<file path="src/rtl/pwm_ir_timer.sv">
module pwm_ir_timer #(
  parameter int NCH = 5,
  parameter int CW  = 16,
  parameter int KW  = 8,
  parameter int AW  = 4
) (
  input  logic          clk,
  input  logic          rst_n,
  input  logic          wr_en,
  input  logic [AW-1:0] addr,
  input  logic [CW-1:0] wdata,
  output logic [CW-1:0] rdata,
  input  logic [NCH-1:0] cap_in,
  output logic [NCH-1:0] ch_out,
  output logic          carrier_out,
  output logic          irq
);
  localparam int FW = NCH + 1;
  localparam int MW = 3 * NCH;
  localparam int SW = $clog2(NCH);
  localparam int PW = 7;
  localparam logic [AW-1:0] A_CTRL = AW'(0);
  localparam logic [AW-1:0] A_PER  = AW'(1);
  localparam logic [AW-1:0] A_CMP0 = AW'(2);
  localparam logic [AW-1:0] A_MODE = AW'(2 + NCH);
  localparam logic [AW-1:0] A_FLG  = AW'(3 + NCH);
  localparam logic [AW-1:0] A_IEN  = AW'(4 + NCH);
  localparam logic [AW-1:0] A_KAR  = AW'(5 + NCH);
  localparam logic [AW-1:0] A_CNT  = AW'(6 + NCH);

  function automatic logic [PW-1:0] div_lim(input logic [1:0] s);
    case (s)
      2'd0:    return PW'(0);
      2'd1:    return PW'(7);
      2'd2:    return PW'(31);
      default: return PW'(127);
    endcase
  endfunction

  logic run, ir;
  logic [1:0] mps, cps;
  logic [SW-1:0] irs;
  logic [CW-1:0] per_sh, per_act, cnt;
  logic [CW-1:0] cmp_sh [NCH];
  logic [CW-1:0] cmp_act[NCH];
  logic [CW-1:0] cap_q  [NCH];
  logic [MW-1:0] mode;
  logic [FW-1:0] flg, ien;
  logic [KW-1:0] kper_sh, kcmp_sh, kper_act, kcmp_act, kcnt;
  logic [PW-1:0] mpre, kpre;
  logic [NCH-1:0] s1, s2, s3, cap_evt, capm;

  wire ktick = run & (kpre >= div_lim(cps));
  wire kwrap = ktick & (kcnt >= kper_act);
  wire mtick = run & (ir ? kwrap : (mpre >= div_lim(mps)));
  wire mwrap = mtick & (cnt >= per_act);
  wire wr_flg = wr_en && addr == A_FLG;

  assign carrier_out = kcnt < kcmp_act;
  assign irq = |(flg & ien);

  always_ff @(posedge clk or negedge rst_n)
    if (!rst_n) begin
      run <= 1'b0; ir <= 1'b0; mps <= '0; cps <= '0; irs <= '0;
      per_sh <= '0; mode <= '0; ien <= '0; kper_sh <= '0; kcmp_sh <= '0;
    end else if (wr_en) begin
      case (addr)
        A_CTRL: begin
          run <= wdata[0]; mps <= wdata[2:1]; cps <= wdata[4:3];
          ir <= wdata[5]; irs <= wdata[6 +: SW];
        end
        A_PER:  per_sh <= wdata;
        A_MODE: mode <= wdata[MW-1:0];
        A_IEN:  ien <= wdata[FW-1:0];
        A_KAR:  begin kper_sh <= wdata[KW-1:0]; kcmp_sh <= wdata[KW +: KW]; end
        default: ;
      endcase
    end

  always_ff @(posedge clk or negedge rst_n)
    if (!rst_n) begin
      mpre <= '0; kpre <= '0; cnt <= '0; kcnt <= '0;
      per_act <= '0; kper_act <= '0; kcmp_act <= '0;
    end else begin
      mpre <= (!run || mpre >= div_lim(mps)) ? '0 : mpre + 1'b1;
      kpre <= (!run || ktick) ? '0 : kpre + 1'b1;
      if (ktick) kcnt <= kwrap ? '0 : kcnt + 1'b1;
      if (mtick) cnt <= mwrap ? '0 : cnt + 1'b1;
      if (!run || mwrap) per_act <= per_sh;
      if (!run || kwrap) begin
        kper_act <= kper_sh;
        kcmp_act <= kcmp_sh;
      end
    end

  always_ff @(posedge clk or negedge rst_n)
    if (!rst_n) begin
      s1 <= '0; s2 <= '0; s3 <= '0;
      flg <= '0;
    end else begin
      s1 <= cap_in; s2 <= s1; s3 <= s2;
      flg <= (flg & ~(wr_flg ? wdata[FW-1:0] : '0)) | {mwrap, cap_evt};
    end

  always_comb begin
    rdata = '0;
    case (addr)
      A_CTRL: rdata = CW'({irs, ir, cps, mps, run});
      A_PER:  rdata = per_sh;
      A_MODE: rdata = CW'(mode);
      A_FLG:  rdata = CW'(flg);
      A_IEN:  rdata = CW'(ien);
      A_KAR:  rdata = CW'({kcmp_sh, kper_sh});
      A_CNT:  rdata = cnt;
      default: ;
    endcase
    for (int i = 0; i < NCH; i++)
      if (addr == A_CMP0 + AW'(i)) rdata = capm[i] ? cap_q[i] : cmp_sh[i];
  end

  for (genvar i = 0; i < NCH; i++) begin : g_ch
    wire [1:0] edg = mode[3*i+1 +: 2];
    wire rise = s2[i] & ~s3[i];
    wire fall = ~s2[i] & s3[i];
    assign capm[i] = mode[3*i];
    assign cap_evt[i] = capm[i] & ((edg[0] & rise) | (edg[1] & fall));
    wire pwm  = !capm[i] && (cnt < cmp_act[i]);
    wire pass = !ir || (irs != SW'(i)) || carrier_out;
    assign ch_out[i] = pwm & pass;

    always_ff @(posedge clk or negedge rst_n)
      if (!rst_n) begin
        cmp_sh[i] <= '0; cmp_act[i] <= '0; cap_q[i] <= '0;
      end else begin
        if (wr_en && addr == A_CMP0 + AW'(i)) cmp_sh[i] <= wdata;
        if (!run || mwrap) cmp_act[i] <= cmp_sh[i];
        if (cap_evt[i]) cap_q[i] <= cnt;
      end


    zero_cmp_low_chk: assert property (@(posedge clk) disable iff (!rst_n)
      (!capm[i] && cmp_act[i] == '0) |-> !ch_out[i]);

    cap_flag_set_chk: assert property (@(posedge clk) disable iff (!rst_n)
      cap_evt[i] |=> flg[i]);

    ir_gate_chk: assert property (@(posedge clk) disable iff (!rst_n)
      (ir && irs == SW'(i) && !carrier_out) |-> !ch_out[i]);

    cap_mode_low_chk: assert property (@(posedge clk) disable iff (!rst_n)
      capm[i] |-> !ch_out[i]);
  end


  cnt_hold_chk: assert property (@(posedge clk) disable iff (!rst_n)
    !mtick |=> $stable(cnt));

  ir_rate_chk: assert property (@(posedge clk) disable iff (!rst_n)
    (ir && !kwrap) |=> $stable(cnt));

  irq_mask_chk: assert property (@(posedge clk) disable iff (!rst_n)
    (ien == '0) |-> !irq);
endmodule

</file>
<file path="config.mk">
export PLATFORM = sky130hd
export DESIGN_NAME = pwm_ir_timer
export DESIGN_NICKNAME = d
export VERILOG_FILES = /design/src/rtl/pwm_ir_timer.sv
export SDC_FILE = /design/constraint.sdc
export NUM_CORES = 1
export LEC_CHECK = 0
export ABC_AREA = 1
export BUFFER_PORTS_ARGS = -buffer_cell sky130_fd_sc_hd__buf_4
export CORE_MARGIN = 3
export CORE_UTILIZATION = 30
export DETAILED_ROUTE_END_ITERATION = 8
export GPL_ROUTABILITY_DRIVEN = 0
export GPL_TIMING_DRIVEN = 0
export MAX_ROUTING_LAYER = met4
export PLACE_DENSITY_LB_ADDON = 0.12
export SYNTH_ARGS = -nofsm -noshare
export SYNTH_HDL_FRONTEND = slang
export SYNTH_SLANG_ARGS = --single-unit
</file>
<file path="constraint.sdc">
create_clock -name clk -period 2.3 [get_ports clk]
set_clock_uncertainty 0.15 [all_clocks]
set_input_delay 0.46 -clock clk [delete_from_list [all_inputs] [get_ports clk]]
set_output_delay 0.46 -clock clk [all_outputs]
set_load 0.1 [all_outputs]
</file>
[After elaboration in Yosys (flattened, before gate mapping)]
Index checks and enable logic that the tools add are counted.
Word-level totals
  flip-flop bits (word level): 393
  input bits: 28
  logic and storage cells: 183
Cells by class
  $add $sub $neg: 4
  magnitude comparators: 10
  eq/ne operators: 19
  multiplexer cells: 19
  bitwise gates (word level): 53
  reductions and logical operators: 42
Operators with widths (number)
  $mux 16: 11
  $pmux 16 s7: 1
  $lt 16x16->1: 5
  $pmux 7 s3: 2
  $and 1x1->1: 34
  $add 16x1->16 const B: 1
  $eq 4x3->1 const B: 4
  $eq 4x4->1 const B: 4
  $ge 16x16->1: 1
  $add 7x1->7 const B: 2
  $ge 7x7->1: 2
  $logic_or 1x1->1: 14
  $mux 7: 2
  $and 6x6->6: 2
  $logic_and 1x1->1: 11
  $not 1->1: 10
  $reduce_and 2->1: 5
  $add 8x1->8 const B: 1
  $eq 4x2->1 const B: 2
  $ge 8x8->1: 1
  $lt 8x8->1: 1
  $mux 8: 1
  $logic_not 1->1: 7
  $mux 6: 1
  14 further kinds: 22

[Depth between registers and ports, before layout]
Gate-level depths: netlist of run 1.
  depth after elaboration: 9
  mapped depth: 17
  gate-level depth less buffers: 15

[Worst setup path after synthesis of run 1]
No wires, ideal clock.
  kind: reg-to-output
  start point: reg kcnt[3]
  end point: out ch_out[0]
  data arrival time: 4065 ps
  setup slack: -2375 ps
  cell stages (with the launch flop): 7
  path buffers: 0
  path through: dfrtp_1 > ha_1 > a21oi_1 > nand2_1 > a41oi_1 > nor2_1 > nor2_1
Between the ends
  cells in the longest elaborated chain, start to end: 3
Ends and longest elaborated chain
  from (decl): RTL line 49  | logic [KW-1:0] kper_sh, kcmp_sh, kper_act, kcmp_act, kcnt;
  from (signal assigned): RTL line 87  | if (ktick) kcnt <= kwrap ? '0 : kcnt + 1'b1;
  $lt 8x8->1: RTL line 59  | assign carrier_out = kcnt < kcmp_act;
  net carrier_out: RTL line 15  | output logic carrier_out,
  $logic_or 1x1->1: RTL line 128  | wire pass = !ir || (irs != SW'(i)) || carrier_out;
  $and 1x1->1: RTL line 129  | assign ch_out[i] = pwm & pass;
  to (decl): RTL line 14  | output logic [NCH-1:0] ch_out,
The timed path passes the listed nets, and every way through them passes these cells.

[Worst setup path in the final report of run 1]
  start point: reg cnt[10]
  end point: out rdata[10]
Between the ends
  cells in the longest elaborated chain, start to end: 6
Ends and longest elaborated chain
  from (decl): RTL line 43  | logic [CW-1:0] per_sh, per_act, cnt;
  from (signal assigned): RTL line 88  | if (mtick) cnt <= mwrap ? '0 : cnt + 1'b1;
  $pmux 16 s7: RTL line 107  | case (addr)
  $mux 16 (5 in a row): RTL line 118  | if (addr == A_CMP0 + AW'(i)) rdata = capm[i] ? cap_q[i] : cmp_sh[i];
  to (decl): RTL line 12  | output logic [CW-1:0] rdata,
Every way passes these cells.

==> impl_metrics.env, run 1 <==
export IMPL_numCtsBuffers=46
export IMPL_hold_path_class="in -> async"
export IMPL_reg2regPathDepth=16
export IMPL_switching_power_uw=10290
export IMPL_timing_critical_path_from="cnt[10]"
export IMPL_synth_most_common_cell="sky130_fd_sc_hd__nand2_1"
export IMPL_p_seq_frac=0.361
export IMPL_layout_min_cycle_time_ns=3.064
export IMPL_cts_root_buf="sky130_fd_sc_hd__clkbuf_16"
export IMPL_placementRows=93
export IMPL_period_share=1.332
export IMPL_synth_enable_flop_cells=0
export IMPL_yosys_area_share_simple=0.2323
export IMPL_async_flop_share=1.000
export IMPL_synth_cells=2442
export IMPL_power_per_cell_area_nw_per_um2=972.5
export IMPL_grt_antenna_before_repair=4
export IMPL_crit_type="reg -> out"
export IMPL_path_cells="buf_4 -> clkinvlp_4 -> o21ai_2 -> a21oi_2 -> nand2_2 -> nor3_4 -> nand4_1 -> buf_8"
export IMPL_initial_utilization=0.3058
export IMPL_grt_util_all_layers=0.2386
export IMPL_top_level_ports=51
export IMPL_hold_viol=77
export IMPL_buffer_ports_inserted=50
export IMPL_synth_compound_area_frac=0.1196
export IMPL_fp_dieW_um=263.5
export IMPL_core_area_um2=65050
export IMPL_slew_violations=0
export IMPL_crit_path_max_incr_delay_ns=0.53
export IMPL_relSlewSlack=0.3381
export IMPL_fillers=6231
export IMPL_yosys_warnings=0
export IMPL_p_int_uw=17130
export IMPL_synth_cell_area_um2=19890
export IMPL_cts_sinks=393
export IMPL_syn2layout_area_growth_pct=41.78
export IMPL_wl_per_cell_um=23.43
export IMPL_drive_above_1_share=0.3011
export IMPL_fmaxAchievable_ghz=0.3264
export IMPL_yosysTopAreaCellShare=0.4945
export IMPL_cts_reportedPaths_clkPinSlew_ns=0.06
export IMPL_detailedRoute_firstPassIterationCount=6
export IMPL_grt_pass1_vias=17736
export IMPL_power_ir_vdd_worst_mv=0.4757
export IMPL_dominant_register_cell_in_the_synthesized_netlist="sky130_fd_sc_hd__dfrtp_1"
export IMPL_finalSetupViolCount=136
export IMPL_worstPathRequired_ns=1.69
export IMPL_die_height_um=263.5
export IMPL_die_area_um2=69420
export IMPL_detailedRoute_firstIterationViolations=1843
export IMPL_power_share_switching=0.3752
export IMPL_stdcell_count=3572
export IMPL_cts_hold_buffers=5
export IMPL_ant_nets=0
export IMPL_synthTopCellsByArea="sky130_fd_sc_hd__dfrtp_1 (49%), sky130_fd_sc_hd__nand2_1 (15%), sky130_fd_sc_hd__o21ai_0 (7.5%)"
export IMPL_drt_vias_per_instance=5.077
export IMPL_drc=0
export IMPL_worst_setup_path_end_kind="output port"
export IMPL_cts_tree="yes"
export IMPL_synth_top_area_cell="sky130_fd_sc_hd__dfrtp_1"
export IMPL_r2r_start="cnt[6]"
export IMPL_seq_area_frac_synth=0.4945
export IMPL_post_place_cells=3350
export IMPL_power_share_combinational=0.335
export IMPL_power_static_leakage_uw=0.01320
export IMPL_post_synth_xor_area_fraction=0.009688
export IMPL_worst_skew_pair_late_latency_ns=0.61
export IMPL_grt_pass1_wl_mm=119.8
export IMPL_synth_commonest_cells="sky130_fd_sc_hd__nand2_1 (779), sky130_fd_sc_hd__dfrtp_1 (393), sky130_fd_sc_hd__o21ai_0 (298)"
export IMPL_grt_remaining_overflow=0
export IMPL_synth_top_family_by_area="simple AND/OR/NAND/NOR gates"
export IMPL_clockPowerShare=0.304
export IMPL_cts_max_path_buffers=3
export IMPL_synth_seq_cells=393
export IMPL_max_cap_violations=0
export IMPL_dp_hpwl_mm=57.36
export IMPL_run_status="complete, but fails checks"
export IMPL_arr_time_crit_path_ns=2.45
export IMPL_post_synth_fa_ha_maj_area_fraction=0.07486
export IMPL_final_nets=2829
export IMPL_hold_ws_ns=-0.3045
export IMPL_routed_wirelength_mm=83.69
export IMPL_grt_start_max_net_pins=113
export IMPL_worstSetupStartpointType="flip-flop"
export IMPL_post_place_ws_ns=-1.216
export IMPL_synth_area_per_cell_um2=8.145
export IMPL_timing_worst_slew_pin_value_ns=0.9929
export IMPL_worst_slack_ns=-0.7638
export IMPL_antenna_cells=0
export IMPL_muxShareOfSynthArea=0.001510
export IMPL_clock_h_tree_levels=2
export IMPL_timing_critical_path_slowest_stage_cell="sky130_fd_sc_hd__dfrtp_4"
export IMPL_rsz_0062_raised_after_global_routing="true"
export IMPL_syn_nets=2589
export IMPL_violations="hold timing, setup timing"
export IMPL_post_synth_num_cell_types=37
export IMPL_detailroute_via_count=18134
export IMPL_path_max_fanout=5
critical path: cells and delay by family, from the launching register on:
kind,cells,cell delay (ns)
simple gates,3,0.58
flops,1,0.53
buf+inv,3,0.49
compound gates,2,0.25
metrics by stage:
| stage | setup TNS, ns | cell area (um2) | hold WS, ns | util | total power [uW] |
|---|---|---|---|---|---|
| after detailed placement | -161.76 | 21840 | 0.1847 | 0.3358 | 16070 |
| after global routing | -50.26 | 28200 | -0.2458 | 0.4335 | 28790 |
| after CTS | -46.97 | 25870 | -0.2890 | 0.3977 | 26040 |
| after global placement | -1444.88 | 21750 | 0.1833 | 0.3344 | 15910 |
| after floorplan | -7.242 | 20310 | 0.01441 | - | 13530 |
| final | -41.67 | 28200 | -0.3045 | 0.4335 | 27420 |
state kept, by name, indices dropped and copies added, names as in the netlist, 6 cells and up:
register,count
cmp_act,80
kper_sh,8
kpre,7
cnt,16
kcnt,8
ien,6
mode,15
mpre,7
kcmp_sh,8
per_act,16
kper_act,8
cmp_sh,80
kcmp_act,8
cap_q,80
flg,6
per_sh,16
cell families (layout without fill, tap and decap cells):
family	Yosys count	after routing
XOR/XNOR	22	22
AND/OR/NAND/NOR	1116	1116
flip-flops	393	393
adder cells (fa/ha/maj)	119	119
AO/OA/AOI/OAI	447	447
multiplexers	3	3
buffers and inverters	342	617
final timing paths:
check	slack, ns	endpoint
max in group asynchronous	0.34	cmp_act[27]
worst min register to register	0.19	s2[4]
worst min-delay path	-0.30	flg[3]
min in group clk	0.06	flg[4]
worst max register to register	-0.31	cmp_act[9]
worst max-delay path	-0.76	rdata[10]
layer usage:
layer  up-vias  part of all wire  global-route usage
met5         -                 0                   -
met2       561              0.45              0.3632
li1       8484                 -                   -
met3       141             0.056             0.03271
met4         0             0.043             0.08747
met1      8948              0.45              0.3248
power by group through the flow:
stage               sequential (uW)  combinational [uW]  clock, uW
finish                         9900                9180       8350
CTS                            9640                7940       8460
global route                  10000               10000       8720
detailed placement             9760                6320          0
floorplan                      9080                4440          0
global placement               9740                6170          0
repair_timing:
action	in CTS	in global routing
setup buffers	88	30
gates cloned	1	21
endpoints found under the hold margin	82	77
pin swaps	104	142
gates resized for setup	345	420
endpoints found under the setup margin	154	163
cell type report:
type / instances / area [um2] / area share
Tap cell: 855 / 1070 / 0.03794
Clock buffer: 59 / 1301 / 0.04615
Buffer: 110 / 943.4 / 0.03346
Inverter: 230 / 980.9 / 0.03479
Clock inverter: 24 / 409.1 / 0.01451
Sequential cell: 393 / 9902 / 0.3512
Multi-Input combinational cell: 1707 / 11190 / 0.3970
Timing Repair Buffer: 194 / 2397 / 0.08502
layout by cell type, fill, tap and decap left out, drive strengths merged, types with 2 or more instances in the layout:
| cell type | instances |
|---|---|
| a21oi | 92 |
| buf | 211 |
| bufinv | 10 |
| clkbuf | 147 |
| clkinv | 12 |
| clkinvlp | 20 |
| dfrtp | 393 |
| dlygate4sd3 | 5 |
| ha | 119 |
| inv | 212 |
| mux2i | 3 |
| nand2 | 783 |
| nand3 | 143 |
| nand3b | 9 |
| nand4 | 22 |
| nor2 | 92 |
| nor3 | 29 |
| nor3b | 4 |
| nor4 | 6 |
| o2111ai | 4 |
| o211ai | 35 |
| o21a | 4 |
| o21ai | 299 |
| o22ai | 6 |
| o31ai | 2 |
| or2 | 28 |
| xnor2 | 3 |
| xor2 | 19 |
(Power assumes the default switching activity.)
==> inputs of run 2 (changes only) <==
CTS_BUF_LIST = sky130_fd_sc_hd__clkbuf_4 sky130_fd_sc_hd__clkbuf_8 sky130_fd_sc_hd__clkbuf_16   (was not set)
==> run 2 against run 1 <==
The run still ends with hold timing, setup timing left; final cell count about the same; register-to-register slack barely moved; hold slack gained 0.00088 ns; clock power increased by 0.5%; non-clock buffer count unchanged; power increased by 0.15%; largest power group unchanged; highest routed layer unchanged.
==> impl_metrics.env, run 2 (synthesized netlist as in run 1, its figures left out) <==
export IMPL_timing_critical_path_slowest_stage_cell="sky130_fd_sc_hd__dfrtp_4"
export IMPL_grt_util_all_layers=0.2387
export IMPL_post_place_cells=3350
export IMPL_wl_per_cell_um=23.42
export IMPL_path_cells="buf_4 -> clkinvlp_4 -> o21ai_2 -> a21oi_2 -> nand2_2 -> nor3_4 -> nand4_1 -> buf_8"
export IMPL_hold_viol=77
export IMPL_clock_h_tree_levels=2
export IMPL_worstSetupStartpointType="flip-flop"
export IMPL_routed_wirelength_mm=83.68
export IMPL_drive_above_1_share=0.3018
export IMPL_ant_nets=0
export IMPL_cts_reportedPaths_clkPinSlew_ns=0.06
export IMPL_grt_pass1_vias=17726
export IMPL_grt_remaining_overflow=0
export IMPL_clockPowerShare=0.305
export IMPL_grt_start_max_net_pins=113
export IMPL_worst_skew_pair_late_latency_ns=0.61
export IMPL_grt_antenna_before_repair=4
export IMPL_p_seq_frac=0.360
export IMPL_power_share_combinational=0.334
export IMPL_detailedRoute_firstPassIterationCount=6
export IMPL_drc=0
export IMPL_buffer_ports_inserted=50
export IMPL_grt_util_met3=0.03262
export IMPL_fillers=6227
export IMPL_relSlewSlack=0.3298
export IMPL_arr_time_crit_path_ns=2.46
export IMPL_numCtsBuffers=46
export IMPL_most_common_cell_after_layout_fill_and_taps_aside="sky130_fd_sc_hd__nand2_1"
export IMPL_hold_ws_ns=-0.3036
export IMPL_layout_min_cycle_time_ns=3.073
export IMPL_dp_hpwl_mm=57.36
export IMPL_run_status="complete, but fails checks"
export IMPL_detailroute_via_count=18116
export IMPL_r2r_start="cnt[6]"
export IMPL_cts_sinks=393
export IMPL_top_regs="cap_q (80), cmp_act (80), cmp_sh (80)"
export IMPL_critical_path_depth=8
export IMPL_timing_rr_end="cmp_act[9]"
export IMPL_grt_busiest_layer="met2"
export IMPL_worst_setup_path_end_kind="output port"
export IMPL_grtUsageMet2=0.3632
export IMPL_final_nets=2829
export IMPL_cts_max_path_buffers=3
export IMPL_cts_tree="yes"
export IMPL_cts_hold_buffers=5
export IMPL_switching_power_uw=10290
export IMPL_p_int_uw=17180
export IMPL_initial_utilization=0.3058
export IMPL_power_static_leakage_uw=0.01321
export IMPL_finalSetupViolCount=136
export IMPL_die_area_um2=69420
export IMPL_cp_buffers_inverters=3
export IMPL_reg2regPathDepth=16
export IMPL_period_share=1.336
export IMPL_path_max_fanout=5
export IMPL_rsz_0062_raised_after_global_routing="true"
export IMPL_grt_util_met1=0.3252
export IMPL_placementRows=93
export IMPL_worst_slack_ns=-0.7726
export IMPL_violations="hold timing, setup timing"
export IMPL_power_per_cell_area_nw_per_um2=973.8
export IMPL_crit_type="reg -> out"
export IMPL_worstPathRequired_ns=1.69
export IMPL_path_delay_family="simple AND/OR/NAND/NOR gates"
export IMPL_fp_dieW_um=263.5
export IMPL_timing_worst_slew_pin_value_ns=1.005
export IMPL_detailedRoute_firstIterationViolations=1751
export IMPL_layout_common_cells="sky130_fd_sc_hd__nand2_1 (632), sky130_fd_sc_hd__dfrtp_1 (367), sky130_fd_sc_hd__o21ai_0 (263)"
export IMPL_power_share_switching=0.3746
export IMPL_register_to_register_setup_slack_ns=-0.31
export IMPL_grt_pass1_wl_mm=119.9
export IMPL_cts_root_buf="sky130_fd_sc_hd__clkbuf_16"
export IMPL_fmaxAchievable_ghz=0.3255
export IMPL_drt_vias_per_instance=5.070
export IMPL_stdcell_count=3573
export IMPL_hold_path_class="in -> async"
export IMPL_core_area_um2=65050
export IMPL_max_cap_violations=0
export IMPL_syn2layout_area_growth_pct=41.80
export IMPL_setup_total_negative_slack_ns=-41.51
export IMPL_power_ir_vdd_worst_mv=0.4757
export IMPL_slew_violations=0
export IMPL_die_height_um=263.5
export IMPL_top_level_ports=51
export IMPL_crit_path_max_incr_delay_ns=0.52
==> run 2: cell count changes in the layout (fill, tap and decap cells not counted), sizes merged <==
cell,before,now
diode,0,1
==> run 2: worst max-delay path by stage <==
stage            start     endpoint  slack (ns)
2_1_floorplan  kcnt[7]    ch_out[0]       -0.63
3_3_place_gp     rst_n  cmp_act[26]       -3.43
3_5_place_dp    cnt[5]     rdata[5]       -1.22
4_1_cts         cnt[9]    ch_out[1]       -0.76
5_1_grt         cnt[9]    ch_out[2]       -0.80
6_report       cnt[10]    rdata[10]       -0.77
==> run 2: timing repair <==
item | 4_1_cts | 5_1_grt
pin swaps | 104 | 142
buffers inserted | 88 | 30
hold endpoints to repair | 82 | 77
resized for setup | 345 | 417
endpoints found under the setup margin | 154 | 163
gates cloned | 1 | 21
==> run 2: layer usage <==
metal  routed length [um]  vias up
li1                     -     8475
met1                37760     8958
met2                37750      531
met3                 4364      152
met4                 3811        0
met5                    0        -
==> run 2: through the flow <==
stage	power [uW]	setup WS [ns]	util	area [um2]
detailed placement	16070	-1.216	0.3358	21840
CTS	26090	-0.7609	0.3979	25880
floorplan	13530	-0.6274	-	20310
global route	28830	-0.7969	0.4336	28200
global placement	15910	-3.430	0.3344	21750
finish	27470	-0.7726	0.4336	28200
==> run 2: final cells by class <==
type,count,area [um2],share of cell area
Antenna cell,1,2.502,0.00008873
Buffer,110,943.4,0.03345
Clock buffer,59,1316,0.04667
Clock inverter,24,409.1,0.01451
Inverter,230,980.9,0.03478
Multi-Input combinational cell,1707,11180,0.3965
Sequential cell,393,9902,0.3511
Tap cell,855,1070,0.03793
Timing Repair Buffer,194,2397,0.08500
==> run 2: power groups by stage <==
stage / combinational (uW) / sequential (uW) / clock [uW]
floorplan: 4440 / 9080 / 0
global placement: 6170 / 9740 / 0
detailed placement: 6320 / 9760 / 0
CTS: 7940 / 9640 / 8510
global route: 10000 / 10000 / 8780
finish: 9180 / 9900 / 8390
==> inputs of run 3 (changes only) <==
CORE_ASPECT_RATIO = 1.75   (was not set)
==> run 3 against run 2 <==
The run still ends with hold timing, setup timing left; die area grew 0.18%; utilization shrank 2.0 points; count of clock-buffer cells in the layout is 3 higher; first-iteration DRC count decreased by 25%; via count is 1.4% lower; largest power group unchanged; power fell by 7.8%; routed wire length is 1.7% lower; combinational power is 5.0% lower; sequential power down 2%; critical path depth is the same; sequential cell count unchanged; final cell count is 0.67% higher.
==> impl_metrics.env, run 3 (synthesized netlist as in run 1, its figures left out) <==
export IMPL_run_status="complete, but fails checks"
export IMPL_violations="hold timing, setup timing"
export IMPL_timing_worst_slew_pin_value_ns=0.9422
export IMPL_detailroute_via_count=17862
export IMPL_path_cells="buf_4 -> clkinvlp_4 -> o21ai_2 -> nor3_2 -> nand3_2 -> nand2_2 -> nand4_1 -> buf_8"
export IMPL_crit_path_max_incr_delay_ns=0.62
export IMPL_path_max_fanout=7
export IMPL_slew_violations=0
export IMPL_critical_path_depth=8
export IMPL_fp_dieW_um=200.6
export IMPL_cts_max_path_buffers=3
export IMPL_ant_nets=0
export IMPL_worst_slack_ns=-0.7932
export IMPL_die_height_um=346.6
export IMPL_detailed_place_area_um2=21880
export IMPL_power_share_switching=0.3781
export IMPL_fmaxAchievable_ghz=0.3233
export IMPL_path_delay_family="simple AND/OR/NAND/NOR gates"
export IMPL_timing_critical_path_from="cnt[3]"
export IMPL_core_area_um2=65470
export IMPL_grt_remaining_overflow=0
export IMPL_top_regs="cap_q (80), cmp_act (80), cmp_sh (80)"
export IMPL_reg2regPathDepth=19
export IMPL_drt_vias_per_instance=4.966
export IMPL_worst_skew_pair_late_latency_ns=0.57
export IMPL_timing_critical_path_slowest_stage_cell="sky130_fd_sc_hd__dfrtp_4"
export IMPL_switching_power_uw=9577
export IMPL_layout_min_cycle_time_ns=3.093
export IMPL_layout_common_cells="sky130_fd_sc_hd__nand2_1 (674), sky130_fd_sc_hd__dfrtp_1 (371), sky130_fd_sc_hd__o21ai_0 (263)"
export IMPL_drc=0
export IMPL_hold_ws_ns=-0.2714
export IMPL_syn2layout_area_growth_pct=36.18
export IMPL_numCtsBuffers=41
export IMPL_fillers=6664
export IMPL_die_area_um2=69540
export IMPL_post_place_ws_ns=-1.373
export IMPL_cts_root_buf="sky130_fd_sc_hd__clkbuf_16"
export IMPL_grt_util_all_layers=0.2395
export IMPL_r2r_start="cnt[2]"
export IMPL_cp_buffers_inverters=3
export IMPL_drive_above_1_share=0.2575
export IMPL_clockPowerShare=0.273
export IMPL_rsz_0062_raised_after_global_routing="true"
export IMPL_routed_wirelength_mm=82.22
export IMPL_power_per_cell_area_nw_per_um2=935.3
export IMPL_grt_start_max_net_pins=123
export IMPL_relSlewSlack=0.3718
export IMPL_most_common_cell_after_layout_fill_and_taps_aside="sky130_fd_sc_hd__nand2_1"
export IMPL_hold_viol=76
export IMPL_period_share=1.345
export IMPL_placementRows=124
export IMPL_grt_pass1_vias=17910
export IMPL_antenna_cells=0
export IMPL_final_nets=2830
export IMPL_worstSetupStartpointType="flip-flop"
export IMPL_post_route_cell_area_um2=27080
export IMPL_max_cap_violations=0
export IMPL_hold_path_class="in -> async"
export IMPL_wl_per_cell_um=22.86
export IMPL_clock_h_tree_levels=2
export IMPL_arr_time_crit_path_ns=2.48
export IMPL_p_seq_frac=0.383
export IMPL_layout_core_utilization=0.4137
export IMPL_cts_tree="yes"
export IMPL_power_share_combinational=0.344
export IMPL_buffer_ports_inserted=50
export IMPL_dp_hpwl_mm=59.32
export IMPL_worstPathRequired_ns=1.69
export IMPL_power_static_leakage_uw=0.01284
export IMPL_crit_type="reg -> out"
export IMPL_detailedRoute_firstPassIterationCount=5
export IMPL_finalSetupViolCount=136
export IMPL_setup_total_negative_slack_ns=-53.96
export IMPL_cts_reportedPaths_clkPinSlew_ns=0.07
export IMPL_initial_utilization=0.3038
export IMPL_detailedRoute_firstIterationViolations=1310
export IMPL_worst_setup_path_end_kind="output port"
export IMPL_power_ir_vdd_worst_mv=0.6093
export IMPL_grt_antenna_before_repair=3
export IMPL_grt_pass1_wl_mm=120.0
export IMPL_cts_sinks=393
export IMPL_cts_hold_buffers=5
export IMPL_top_level_ports=51
export IMPL_p_int_uw=15750
## run 3: worst paths after layout
path	slack, ns	end
worst max-delay path	-0.79	rdata[3]
min in group clk	0.06	flg[2]
worst max register to register	-0.42	cmp_act[3]
max in group asynchronous	0.63	cps[1]
worst min-delay path	-0.27	cmp_act[9]
worst min register to register	0.20	s2[1]
## run 3: per-stage QoR
stage                     cells  power [uW]
after floorplan            2442       13530
after global placement     3374       15860
after detailed placement   3377       16040
after CTS                  3575       24940
after global routing       3597       26750
final                      3597       25330
## run 3: routing by layer
metal  vias to the layer above  wire (um)  GRT usage
met5                         -          0          -
met4                         0       6470     0.1520
met3                       215       2738    0.02261
met2                       470      41130     0.4112
met1                      8700      31890     0.2675
li1                       8477          -          -
## run 3: what timing repair did
action | 4_1_cts | 5_1_grt
cloned | 9 | 1
buffers inserted | 118 | 23
hold endpoints to repair | 81 | 76
pin swaps | 96 | 55
endpoints found under the setup margin | 163 | 173
resized for setup | 492 | 131
## run 3: worst register-to-register path: stages, from the launching register on
cell and delay, ns:
sky130_fd_sc_hd__dfrtp_4 0.55, sky130_fd_sc_hd__buf_6 0.17, sky130_fd_sc_hd__buf_6 0.11, sky130_fd_sc_hd__buf_6 0.13
sky130_fd_sc_hd__ha_4 0.27, sky130_fd_sc_hd__nand2_4 0.05, sky130_fd_sc_hd__inv_2 0.04, sky130_fd_sc_hd__nand2_1 0.04
sky130_fd_sc_hd__nand2_1 0.05, sky130_fd_sc_hd__nand2_1 0.05, sky130_fd_sc_hd__nand2_1 0.05, sky130_fd_sc_hd__nand2_1 0.05
sky130_fd_sc_hd__nand3_2 0.10, sky130_fd_sc_hd__nand3_4 0.11, sky130_fd_sc_hd__buf_12 0.15, sky130_fd_sc_hd__nand2_8 0.11
sky130_fd_sc_hd__buf_12 0.19, sky130_fd_sc_hd__clkbuf_16 0.17, sky130_fd_sc_hd__nand2_2 0.05, sky130_fd_sc_hd__nand2_1 0.05
## run 3: power groups by stage
stage               logic (uW)  registers [uW]  clock network [uW]
floorplan                 4440            9080                   0
global placement          6210            9660                   0
detailed placement        6350            9680                   0
CTS                       8240            9630                7070
global route              9590            9850                7310
finish                    8720            9710                6910
## run 3: layout make-up
| type | instances | area, um2 | share of cell area |
|---|---|---|---|
| plain buffers | 110 | 917.1 | 0.03386 |
| flip-flops and latches | 393 | 9897 | 0.3654 |
| repair buffers | 200 | 2338 | 0.08634 |
| clock inverters | 13 | 107.6 | 0.003973 |
| inverters | 230 | 985.9 | 0.03640 |
| clock buffers | 62 | 1275 | 0.04707 |
| multi-input cells | 1707 | 10460 | 0.3862 |
| well taps | 882 | 1104 | 0.04074 |
